$ cat config.mk
export PLATFORM = sky130hd
export DESIGN_NAME = flash_lock_ctrl
export DESIGN_NICKNAME = d
export VERILOG_FILES = /design/src/rtl/flk_pkg.sv /design/src/rtl/flk_wp_sync.sv /design/src/rtl/flk_lock_array.sv /design/src/rtl/flk_wr_gate.sv /design/src/rtl/flash_lock_ctrl.sv
export SDC_FILE = /design/constraint.sdc
export NUM_CORES = 1
export LEC_CHECK = 0
export BUFFER_PORTS_ARGS = -buffer_cell sky130_fd_sc_hd__buf_2
export CAP_MARGIN = 20
export CORE_UTILIZATION = 35
export CTS_CLUSTER_SIZE = 24
export DETAILED_ROUTE_END_ITERATION = 8
export PLACE_DENSITY = 0.56
export SYNTH_ARGS = -nofsm -noshare
export SYNTH_HDL_FRONTEND = slang
export SYNTH_SLANG_ARGS = --single-unit
$ cat constraint.sdc
create_clock -name clk -period 4.5 [get_ports clk]
set_input_delay 0.45 -clock clk [delete_from_list [all_inputs] [get_ports clk]]
set_output_delay 0.45 -clock clk [all_outputs]
set_load 0.01 [all_outputs]
$ cat src/rtl/flk_pkg.sv
package flk_pkg;

  typedef enum logic [1:0] {
    LK_OP_NONE   = 2'b00,
    LK_OP_LOCK   = 2'b01,
    LK_OP_UNLOCK = 2'b10,
    LK_OP_DOWN   = 2'b11
  } lk_op_e;

  typedef enum logic [1:0] {
    ST_UNLOCKED = 2'b00,
    ST_LOCKED   = 2'b01,
    ST_DOWN     = 2'b10
  } lk_state_e;

  // Marker only counts while protection is active; then the lock bit.
  function automatic lk_state_e eff_state(input logic lock_b, input logic mark_b,
                                          input logic prot_on);
    if (mark_b && prot_on) return ST_DOWN;
    else if (lock_b)       return ST_LOCKED;
    else                   return ST_UNLOCKED;
  endfunction

endpackage

$ cat src/rtl/flk_wp_sync.sv
module flk_wp_sync #(
  parameter int STAGES = 2
) (
  input  logic clk,
  input  logic rst_n,
  input  logic wp_n_async,
  output logic wp_low,
  output logic wp_fall
);
  logic [STAGES-1:0] sync_q;
  logic              last_q;

  // Reset to "protected" so no spurious falling edge after reset.
  always_ff @(posedge clk or negedge rst_n) begin
    if (!rst_n) begin
      sync_q <= '0;
      last_q <= 1'b0;
    end else begin
      sync_q[0] <= wp_n_async;
      for (int i = 1; i < STAGES; i++) sync_q[i] <= sync_q[i-1];
      last_q <= sync_q[STAGES-1];
    end
  end

  assign wp_low  = ~sync_q[STAGES-1];
  assign wp_fall = last_q & ~sync_q[STAGES-1];
endmodule

$ cat src/rtl/flk_lock_array.sv
module flk_lock_array
  import flk_pkg::*;
#(
  parameter int NUM_BLOCKS = 16,
  localparam int BLK_W = $clog2(NUM_BLOCKS)
) (
  input  logic                  clk,
  input  logic                  rst_n,
  input  logic                  cmd_en,
  input  lk_op_e                cmd_op,
  input  logic [BLK_W-1:0]      cmd_blk,
  input  logic                  wp_low,
  input  logic                  wp_fall,
  output logic [NUM_BLOCKS-1:0] lock_q,
  output logic [NUM_BLOCKS-1:0] mark_q
);
  for (genvar b = 0; b < NUM_BLOCKS; b++) begin : g_blk
    logic hit;
    logic l_q;
    logic m_q;

    assign hit = cmd_en && (cmd_blk == BLK_W'(b));

    always_ff @(posedge clk or negedge rst_n) begin
      if (!rst_n) begin
        l_q <= 1'b1;
        m_q <= 1'b0;
      end else if (wp_fall && m_q) begin
        l_q <= 1'b1;                 // revert wins over any same-cycle command
      end else if (hit) begin
        case (cmd_op)
          LK_OP_LOCK:   l_q <= 1'b1;
          LK_OP_DOWN: begin
            l_q <= 1'b1;
            m_q <= 1'b1;
          end
          LK_OP_UNLOCK: if (!(m_q && wp_low)) l_q <= 1'b0;
          default: ;
        endcase
      end
    end

    assign lock_q[b] = l_q;
    assign mark_q[b] = m_q;
  end
endmodule

$ cat src/rtl/flk_wr_gate.sv
module flk_wr_gate
  import flk_pkg::*;
#(
  parameter int NUM_BLOCKS = 16,
  localparam int BLK_W = $clog2(NUM_BLOCKS)
) (
  input  logic                  clk,
  input  logic                  rst_n,
  input  logic                  wr_fire,
  input  logic [BLK_W-1:0]      wr_blk,
  input  logic [BLK_W-1:0]      qry_blk,
  input  logic [NUM_BLOCKS-1:0] lock_q,
  input  logic [NUM_BLOCKS-1:0] mark_q,
  input  logic                  wp_low,
  output logic                  wr_go,
  output logic                  wr_err,
  output lk_state_e             qry_state
);
  lk_state_e wr_state;

  function automatic lk_state_e look(input logic [BLK_W-1:0] idx,
                                     input logic [NUM_BLOCKS-1:0] lk,
                                     input logic [NUM_BLOCKS-1:0] mk,
                                     input logic pl);
    if ({1'b0, idx} < (BLK_W+1)'(NUM_BLOCKS)) return eff_state(lk[idx], mk[idx], pl);
    else return ST_LOCKED;           // non-existent block: never writable
  endfunction

  always_comb begin
    wr_state  = look(wr_blk, lock_q, mark_q, wp_low);
    qry_state = look(qry_blk, lock_q, mark_q, wp_low);
  end

  always_ff @(posedge clk or negedge rst_n) begin
    if (!rst_n) begin
      wr_go  <= 1'b0;
      wr_err <= 1'b0;
    end else begin
      wr_go  <= wr_fire && (wr_state == ST_UNLOCKED);
      wr_err <= wr_fire && (wr_state != ST_UNLOCKED);
    end
  end
endmodule

$ cat src/rtl/flash_lock_ctrl.sv
module flash_lock_ctrl
  import flk_pkg::*;
#(
  parameter int NUM_BLOCKS  = 16,
  parameter int SYNC_STAGES = 2,
  localparam int BLK_W = $clog2(NUM_BLOCKS)
) (
  input  logic             clk,
  input  logic             rst_n,
  input  logic             wr_prot_n,
  input  logic             cmd_valid,
  output logic             cmd_ready,
  input  logic [1:0]       cmd_op,
  input  logic [BLK_W-1:0] cmd_blk,
  input  logic             wr_valid,
  output logic             wr_ready,
  input  logic [BLK_W-1:0] wr_blk,
  output logic             wr_go,
  output logic             wr_err,
  input  logic [BLK_W-1:0] qry_blk,
  output logic [1:0]       qry_state,
  output logic             qry_wr_ok
);
  logic                  armed_q;
  logic                  wp_low;
  logic                  wp_fall;
  logic [NUM_BLOCKS-1:0] lock_q;
  logic [NUM_BLOCKS-1:0] mark_q;
  lk_state_e             q_state;

  // Requests are refused for one cycle after reset release.
  always_ff @(posedge clk or negedge rst_n) begin
    if (!rst_n) armed_q <= 1'b0;
    else        armed_q <= 1'b1;
  end

  assign cmd_ready = armed_q;
  assign wr_ready  = armed_q;

  flk_wp_sync #(.STAGES(SYNC_STAGES)) u_sync (
    .clk(clk), .rst_n(rst_n), .wp_n_async(wr_prot_n),
    .wp_low(wp_low), .wp_fall(wp_fall)
  );

  flk_lock_array #(.NUM_BLOCKS(NUM_BLOCKS)) u_array (
    .clk(clk), .rst_n(rst_n),
    .cmd_en(cmd_valid && cmd_ready), .cmd_op(lk_op_e'(cmd_op)), .cmd_blk(cmd_blk),
    .wp_low(wp_low), .wp_fall(wp_fall),
    .lock_q(lock_q), .mark_q(mark_q)
  );

  flk_wr_gate #(.NUM_BLOCKS(NUM_BLOCKS)) u_gate (
    .clk(clk), .rst_n(rst_n),
    .wr_fire(wr_valid && wr_ready), .wr_blk(wr_blk), .qry_blk(qry_blk),
    .lock_q(lock_q), .mark_q(mark_q), .wp_low(wp_low),
    .wr_go(wr_go), .wr_err(wr_err), .qry_state(q_state)
  );

  assign qry_state = q_state;
  assign qry_wr_ok = (q_state == ST_UNLOCKED);
endmodule

==> results.json <==
{
  "synth_top_flop_cell": "dfrtp_1",
  "worstMarginPinSlew_ns": 1.07,
  "synth_edf_count": 0,
  "drtIter0Drc": 155,
  "drt_pass1_iterations": 5,
  "final_nets": 250,
  "critPathRequiredTime_ns": 4.05,
  "power_density_nw_per_um2": 419,
  "crit_fanout": 8,
  "n_antenna_cell": 0,
  "yosysWarnings": 0,
  "crit_family": "multiplexers",
  "synth_commonest_cells": "32 x nor2_1, 22 x dfrtp_1, 21 x nand2_1",
  "multiInputGateArea_sq_um": 1240,
  "gr-total-overflow": 0,
  "num_vias": 1792,
  "leakage_uw": 0.00114,
  "fillCellCount": 597,
  "core_sq_um": 6350,
  "synth.area.top_cells": "dfrtp_1 24%, dfstp_2 18%, mux4_1 8.0%, a221o_1 7.0%, nor3b_1 5.9%",
  "synth_area_sq_um": 2290,
  "cp-end-kind": "output port",
  "cts_sinks": 38,
  "routed.top_layer": "met4",
  "crit_buf_inv": 2,
  "cp.arrival_ns": 2.02,
  "fp.dieH_um": 83.0,
  "cts_made_buffers": 5,
  "hold_buffers": 0,
  "cap_violations": 0,
  "dpl.hpwl_um": 3980,
  "register_area_sq_um": 971,
  "status": "finished clean",
  "start_util_pct": 36.1,
  "critPathMostFrequentCell": "buf_2",
  "num_rows": 29,
  "drv_slew": 0,
  "vdd_ir_drop_max_mv": 0.184,
  "synth_top_area_share_pct": 24.0,
  "finalSetupTns_ns": 0,
  "cts_tree": "built",
  "grt_first_pass_wirelength_um": 9580,
  "crit_chain": "buf_2 > mux4_1 > mux4_2 > nor2b_4 > buf_2",
  "yosysSeqAreaShare_pct": 42.3,
  "port_buffers": 25,
  "wl_met3_um": 277,
  "dieArea_sq_um": 6880,
  "clock_skew_ns": 0.00480,
  "slowest_stage": "mux4_1",
  "yosysTopAreaCell": "dfrtp_1",
  "cpPeakStageDelay_ns": 0.59,
  "async_reset_ff_share_pct": 100,
  "rrSetupSlack_ns": 2.70,
  "cts-root-buf": "clkbuf_8",
  "synth_nets": 234,
  "ant_nets": 0,
  "cts_setup_buffers": 0,
  "wl_um": 5680,
  "synth_cell_types": 36,
  "layout-drive-gt1-share_pct": 23.3,
  "path_class": "input port to output port",
  "drt-met1-wl_um": 2690,
  "antenna_found_initial": 0,
  "die_w_um": 83.0,
  "clk_latency_ns": 0.29,
  "ys_seq_elements": 38,
  "track_usage_pct": 17.9,
  "cts_buffer_depth": 2,
  "cts-resized-gates": 0,
  "period_minus_slack_ns": 2.47,
  "netlist_instances": 215,
  "dr_wl_met2_um": 2590,
  "grt_pass1_vias": 1855,
  "path_clk_slew_ns": 0.07,
  "rsz0062_at_grt": "no",
  "drc": 0,
  "h-tree-depth": 2,
  "hold_violations": 0,
  "slew_headroom_pct": 28.8,
  "ios": 26,
  "period_share_pct": 54.8,
  "grt_max_degree": 39,
  "vias_per_cell": 5.80,
  "setup_viol": 0,
  "wire_per_inst_um": 18.4,
  "gp_congestion": 0.756,
  "avgSynthCellArea_sq_um": 10.7,
  "start_kind": "input port",
  "holdCritPathClass": "input port to asynchronous set/reset pin",
  "p_total_uw": 1070,
  "max_freq_mhz": 405,
  "synth.most_common_cell": "nor2_1",
  "area_growth_pct": 10.9
}
-- logic make-up (layout without fill, tap and decap cells) --
group | after synthesis | after routing | synth area share (%)
mux | 23 | 23 | 17.2
simple gates | 96 | 96 | 21.4
flops | 38 | 38 | 42.3
buf+inv | 17 | 34 | 3.60
other cells | 1 | 1 | 0.164
compound gates | 40 | 40 | 15.2
-- sequential cells by signal, summed over array words and instances, names as in the netlist --
register and flops:
u_gate.wr_err 1, u_array.g_blk.l_q 16, u_gate.wr_go 1, u_sync.sync_q 2, u_array.g_blk.m_q 16, cmd_ready 1, u_sync.last_q 1
-- layout by cell type (no fill, tap or decap) --
master and n:
nor2_1 32, buf_2 25, dfrtp_1 22, nand2_1 21, nor3b_1 18, a221o_1 16
a21o_1 16, dfstp_2 16, mux2i_1 11, nor3_1 8, mux4_1 7, clkbuf_8 5
mux4_2 4, nand2b_1 3, nand4_1 3, nor2b_1 3, nand3_1 2, nand4b_1 2
clkbuf_1 2, mux2_2 1, nand3b_1 1, o31ai_2 1, nor2b_4 1, inv_1 1
a21oi_1 1, a211o_1 1, o311a_1 1, a41oi_1 1, a22oi_1 1, o31ai_1 1
o32ai_1 1, or3_1 1, and2_0 1, bufinv_16 1, conb_1 1
-- metrics by stage --
step           instances  cell area, sq um  setup slack (ns)  utilization [%]  hold slack [ns]
6_report             309              2540              2.03             40.0            0.258
5_1_grt              309              2540              1.94             40.0            0.259
4_1_cts              309              2540              2.02             40.0            0.250
3_5_place_dp         301              2440              2.03             38.4            0.335
3_3_place_gp         301              2440              2.04             38.4            0.337
2_1_floorplan        215              2290              2.28                -            0.154
-- layout make-up --
class / count / area share, %
Clock buffer: 7 / 3.00
Clock inverter: 1 / 1.18
Inverter: 1 / 0.148
Multi-Input combinational cell: 160 / 48.8
Sequential cell: 38 / 38.2
Tap cell: 77 / 3.79
Timing Repair Buffer: 25 / 4.92
-- power by group --
group,internal [uW],switching [uW]
clock network,166,117
logic,145,97.2
registers,449,91.5
total,760,306
-- layer usage --
layer	track usage, %	vias to the layer above
met4	7.99	0
met3	3.88	12
met1	24.8	888
met5	0	-
li1	-	840
met2	26.7	52
-- path summary, 6_finish.rpt --
kind,start,cells past startpoint,to
min in group clk,wr_prot_n,1,u_sync.sync_q[0]
min reg2reg,u_sync.sync_q[0],0,u_sync.sync_q[1]
max in group asynchronous,rst_n,1,u_array.g_blk[7].m_q
min,rst_n,1,u_array.g_blk[12].m_q
max,qry_blk[0],5,qry_state[0]
max reg2reg,u_sync.sync_q[1],4,u_gate.wr_err
Note: power is estimated with default switching activity, not from simulation.
